[config.mk]
export PLATFORM = sky130hd
export DESIGN_NAME = icache_touch_ctrl
export DESIGN_NICKNAME = d
export VERILOG_FILES = /design/src/rtl/icache_touch_pkg.sv /design/src/rtl/touch_decode.sv /design/src/rtl/touch_policy.sv /design/src/rtl/icache_touch_ctrl.sv
export SDC_FILE = /design/constraint.sdc
export NUM_CORES = 1
export LEC_CHECK = 0
export ABC_AREA = 1
export BUFFER_PORTS_ARGS = -buffer_cell sky130_fd_sc_hd__buf_2
export CORE_MARGIN = 2
export CORE_UTILIZATION = 47
export DETAILED_ROUTE_END_ITERATION = 16
export GPL_TIMING_DRIVEN = 0
export PLACE_DENSITY_LB_ADDON = 0.05
export SLEW_MARGIN = 40
export SYNTH_ARGS = -nofsm -noshare
export SYNTH_HDL_FRONTEND = slang
export SYNTH_SLANG_ARGS = --single-unit
[constraint.sdc]
create_clock -name clk -period 5.08 [get_ports clk]
set_input_delay 0.254 -clock clk [delete_from_list [all_inputs] [get_ports clk]]
set_output_delay 0.254 -clock clk [all_outputs]
set_load 0.01 [all_outputs]
[src/rtl/icache_touch_pkg.sv]
// Shared constants and types for the instruction cache touch controller.
// Assumes big-endian instruction bit numbering mapped onto [31:0].
package icache_touch_pkg;
    localparam int          INSN_W     = 32;
    localparam logic [5:0]  PRIMARY_OP = 6'd31;
    localparam logic [9:0]  EXT_OP     = 10'd262;

    typedef enum logic [1:0] {
        ST_IDLE,
        ST_LOOKUP,
        ST_FILL,
        ST_DONE
    } touch_state_e;
endpackage

[src/rtl/touch_decode.sv]
// Recognises the touch encoding and forms the effective address.
// Purely combinational; assumes register values are already read.
module touch_decode
    import icache_touch_pkg::*;
#(
    parameter int ADDR_W = 32
) (
    input  logic [INSN_W-1:0] instr,
    input  logic [ADDR_W-1:0] reg_a,
    input  logic [ADDR_W-1:0] reg_b,
    output logic              is_touch,
    output logic [ADDR_W-1:0] ea
);
    logic [4:0]        base_sel;
    logic [ADDR_W-1:0] base_val;
    logic              unused_fields;

    // Target, index-name and record fields do not steer this block.
    assign unused_fields = ^{instr[25:21], instr[15:11], instr[0]};
    assign base_sel      = instr[20:16];

    // Match primary and extended opcode fields.
    always_comb begin
        is_touch = (instr[31:26] == PRIMARY_OP) && (instr[10:1] == EXT_OP);
    end

    // Base is zero for register field 0, else the register value.
    always_comb begin
        base_val = (base_sel == 5'd0) ? '0 : reg_a;
        ea       = base_val + reg_b;
    end
endmodule

[src/rtl/touch_policy.sv]
// Decides whether a touch needs a line fill. Uses the region mask when
// translation is off, the TLB attributes when it is on. Combinational.
module touch_policy #(
    parameter int REGION_BITS = 5
) (
    input  logic                      xlate_on,
    input  logic [REGION_BITS-1:0]    region_idx,
    input  logic [2**REGION_BITS-1:0] region_mask,
    input  logic                      tag_hit,
    input  logic                      tlb_miss,
    input  logic                      tlb_cachable,
    input  logic                      tlb_read_deny,
    output logic                      need_fill
);
    logic cachable;
    logic xlate_ok;

    // Select the cachability source.
    always_comb begin
        if (xlate_on) begin
            cachable = tlb_cachable;
            xlate_ok = !tlb_miss && !tlb_read_deny;
        end else begin
            cachable = region_mask[region_idx];
            xlate_ok = 1'b1;
        end
    end

    // A fill is needed only for a permitted, cachable miss.
    always_comb begin
        need_fill = xlate_ok && cachable && !tag_hit;
    end
endmodule

[src/rtl/icache_touch_ctrl.sv]
// Top of the touch controller: accepts one operation at a time, performs
// a one-cycle lookup, optionally holds a fill request until acknowledged,
// then pulses done. Assumes lookup responses are valid in the lookup cycle.
module icache_touch_ctrl
    import icache_touch_pkg::*;
#(
    parameter int ADDR_W      = 32,
    parameter int LINE_BYTES  = 32,
    parameter int REGION_BITS = 5
) (
    input  logic                      clk,
    input  logic                      rst_n,
    input  logic                      op_valid,
    output logic                      op_ready,
    input  logic [INSN_W-1:0]         instr,
    input  logic [ADDR_W-1:0]         reg_a,
    input  logic [ADDR_W-1:0]         reg_b,
    input  logic                      dtrans_en,
    input  logic [2**REGION_BITS-1:0] region_cache_mask,
    output logic [ADDR_W-1:0]         lookup_addr,
    input  logic                      tag_hit,
    input  logic                      tlb_miss,
    input  logic                      tlb_cachable,
    input  logic                      tlb_read_deny,
    output logic                      fill_req,
    output logic [ADDR_W-1:0]         fill_addr,
    input  logic                      fill_ack,
    output logic                      done,
    output logic                      dac_strobe,
    output logic [ADDR_W-1:0]         dac_addr
);
    localparam int OFF_W = $clog2(LINE_BYTES);

    touch_state_e      state;
    logic              is_touch;
    logic [ADDR_W-1:0] ea_now;
    logic [ADDR_W-1:0] ea_q;
    logic              xlate_q;
    logic              need_fill;
    logic [ADDR_W-1:0] line_addr;

    touch_decode #(.ADDR_W(ADDR_W)) u_decode (
        .instr    (instr),
        .reg_a    (reg_a),
        .reg_b    (reg_b),
        .is_touch (is_touch),
        .ea       (ea_now)
    );

    touch_policy #(.REGION_BITS(REGION_BITS)) u_policy (
        .xlate_on      (xlate_q),
        .region_idx    (ea_q[ADDR_W-1 -: REGION_BITS]),
        .region_mask   (region_cache_mask),
        .tag_hit       (tag_hit),
        .tlb_miss      (tlb_miss),
        .tlb_cachable  (tlb_cachable),
        .tlb_read_deny (tlb_read_deny),
        .need_fill     (need_fill)
    );

    // Clear the line offset, or pass through for byte-sized lines.
    generate
        if (OFF_W > 0) begin : g_align
            assign line_addr = {ea_q[ADDR_W-1:OFF_W], {OFF_W{1'b0}}};
        end else begin : g_noalign
            assign line_addr = ea_q;
        end
    endgenerate

    // Sequence accept, lookup, optional fill and completion.
    always_ff @(posedge clk) begin
        if (!rst_n) begin
            state   <= ST_IDLE;
            ea_q    <= '0;
            xlate_q <= 1'b0;
        end else begin
            case (state)
                ST_IDLE: begin
                    if (op_valid && is_touch) begin
                        state   <= ST_LOOKUP;
                        ea_q    <= ea_now;
                        xlate_q <= dtrans_en;
                    end
                end
                ST_LOOKUP: state <= need_fill ? ST_FILL : ST_DONE;
                ST_FILL:   if (fill_ack) state <= ST_DONE;
                default:   state <= ST_IDLE;
            endcase
        end
    end

    // Drive outputs from the current state.
    always_comb begin
        op_ready    = (state == ST_IDLE);
        dac_strobe  = (state == ST_LOOKUP);
        fill_req    = (state == ST_FILL);
        done        = (state == ST_DONE);
        lookup_addr = line_addr;
        fill_addr   = line_addr;
        dac_addr    = ea_q;
    end
endmodule

==> results.toml <==
[yosys]
synth_top_area_share_pct = 15.9
syn_area_per_cell_um2 = 6.05
synth_top_cell_by_area = "dfxtp_1"
post_synth_num_cell_types = 42
yosysWarningCount = 0
yosys-top-cells-count = "164 x nand2_1, 99 x inv_1, 83 x nor2_1, 66 x buf_4, 60 x nand3_1"
syn_inst = 728
ys_seq_area_share_pct = 15.9
synth_enable_flop_cells = 0
yosysMostFrequentCell = "nand2_1"
synth_ff_type = "dfxtp_1"
synth_area_mm2 = 0.00440
synthTopCellsByArea = "dfxtp_1 16%, nand2_1 14%, buf_4 11%"
async_reset_ff_share_pct = 0
yosys_register_bits = 35

[drt]
wire_per_inst_um = 13.4
top_layer = "met4"
drcViolationCount = 0
vias = 5310
vias_per_cell = 4.96
totalWireLength_mm = 14.3
dr_wl_met2_mm = 6.98
wl_met1_mm = 6.14
final_antenna_net_count = 0
dr_wl_met3_um = 856
drt_first_pass_iters = 5
first_iter_violations = 221

[sta]
clock-skew-final_ps = 12.1
worst_pin_slew_ps = 597
slew_headroom_pct = 60.2
drv_slew = 0
setup_viol = 0
hold_ws_ps = 286
setup-tns-final_ps = 0
period_needed_ps = 2950
period_share_pct = 58.1
hold_viol = 0
fin_ws_ps = 2130
max_freq_mhz = 339
rsz0062_at_grt = "no"

[cells_and_area]
syn_to_final_growth_pct = 30.8
drive_above_1_share_pct = 32.7
nNetsFinal = 1131
finalInstanceArea_mm2 = 0.00576
final_core_util_pct = 62.9
n_fill_cell = 894
diodes = 0
final_cells = 1070

[power]
powerDensity_mw_per_mm2 = 169
power_uw = 975
power.switching_uw = 377
combPwrFrac_pct = 44.3
power.leakage_nw = 3.53
pwr-share-clk_pct = 26.2
p_int_uw = 598
p_sw_share_pct = 38.7
vdd_drop_max_v = 0.000158
pwr-share-seq_pct = 29.5

[global_route]
overflow = 0
antenna_found_initial = 0
grt_max_degree = 13
grt_pass1_wl_mm = 22.3
grt_pass1_vias = 4867
track_usage_pct = 27.6

[cts]
post_cts_buffers = 0
clock_latency_ps = 290
clockBufferDepth = 2
cts_tree = "done"
clock-root-buffer = "clkbuf_8"
cts_buffers = 5
htree_levels = 2
clock-sinks = 35
cts_resized = 0
cts_hold_buf = 0
clk_pin_slew_worst_paths_ps = 80

[die]
die_w_um = 101
fp.coreArea_mm2 = 0.00915
die-height_um = 101
start_util_pct = 48.1
rows = 35
num_io_pins = 237
die-area_mm2 = 0.0102

[critical_path]
required_ps = 5280
crit_path_start_kind = "primary input"
setup.worst_path.class = "primary input to flop"
crit_path_max_fanout = 10
cp-end-kind = "flop"
cp_data_arrival_time_ps = 3150
rr_worst_depth = 14

[run_status]
outcome = "complete, no violations"

[job]
maxCapViolCount = 0

[hold_path]
hold_class = "primary input to flop"
holdPathStages = 3

[placement]
dp.final_hpwl_mm = 12.2
place_area_mm2 = 0.00565
gp_congestion = 0.879
io_buffers = 214
dpl_worst_slack_ps = 1830
dp.cells = 1062
[final timing paths]
path	start	end	slack, ps
hold / removal	dtrans_en	xlate_q	290
setup reg to reg	dac_addr[28]	state[0]	3280
hold reg to reg	dac_addr[1]	dac_addr[1]	480
setup / recovery	instr[19]	dac_addr[18]	2130
[area by class of cell]
class	instances	area, um2	share of cell area (%)
Timing Repair Buffer	214	1070	18.6
Inverter	102	383	6.65
Sequential cell	35	701	12.2
Clock inverter	3	43.8	0.760
Buffer	80	577	10.0
Clock buffer	5	68.8	1.19
Tap cell	111	139	2.41
Multi-Input combinational cell	520	2780	48.2
[flip-flops by register name (all words and copies together) (netlist names)]
name / cells
dac_addr: 32
xlate_q: 1
state: 2
[worst max-delay path: stages]
cell and delay, ps:
buf_2 90, nor3_1 170, nand2_1 260, clkbuf_1 340
nand2_1 120, inv_1 50, ha_1 220, fa_1 410
nand3_1 110, nand2_2 100, nand3_1 80, nand2_1 110
nand2_1 100, nand2_2 70, nand3_1 90, nand2_2 90
nand2_1 110, a21o_1 110, nand3_1 120, nand2_1 90
inv_1 30
[cell families after synthesis]
kind of cell	synth area share (%)
and+or+nand+nor	32.0
buffers and inverters	21.8
AOI/OAI and AO/OA	16.4
adders and majority gates	10.4
DFF	15.9
xor gates and xnor gates	3.38
other	0.0851
[power by group through the flow]
stage          Clock, mW  Sequential (mW)  Combinational (mW)
3_3_place_gp           0            0.293               0.418
5_1_grt            0.267            0.288               0.488
2_1_floorplan          0            0.293               0.287
6_report           0.255            0.287               0.432
4_1_cts            0.256            0.287               0.428
3_5_place_dp           0            0.294               0.426
[layer usage]
layer  vias to the layer above  track usage [%]
met4                         0             10.0
met1                      2346             34.6
li1                       2742                -
met2                       201             48.6
met3                        21             2.77
met5                         -                0
[layout by cell type, fill, tap and decap left out, types with 3 or more instances in the layout]
master / n
a21oi_2: 3
ha_1: 35
nand4_1: 10
a21boi_0: 4
o21ai_1: 3
xnor2_1: 8
nor3_1: 6
clkbuf_1: 6
o21bai_1: 4
xor2_1: 9
a31oi_1: 4
nand2_1: 164
a31o_2: 3
dfxtp_1: 35
nand2_2: 3
o21ai_0: 39
o211ai_1: 5
a21oi_1: 43
a21o_1: 6
conb_1: 10
buf_4: 66
nand3_1: 60
inv_1: 99
buf_6: 3
buf_2: 219
clkbuf_8: 5
nor2_1: 83
No activity file was read; power rests on OpenSTA's default activity.
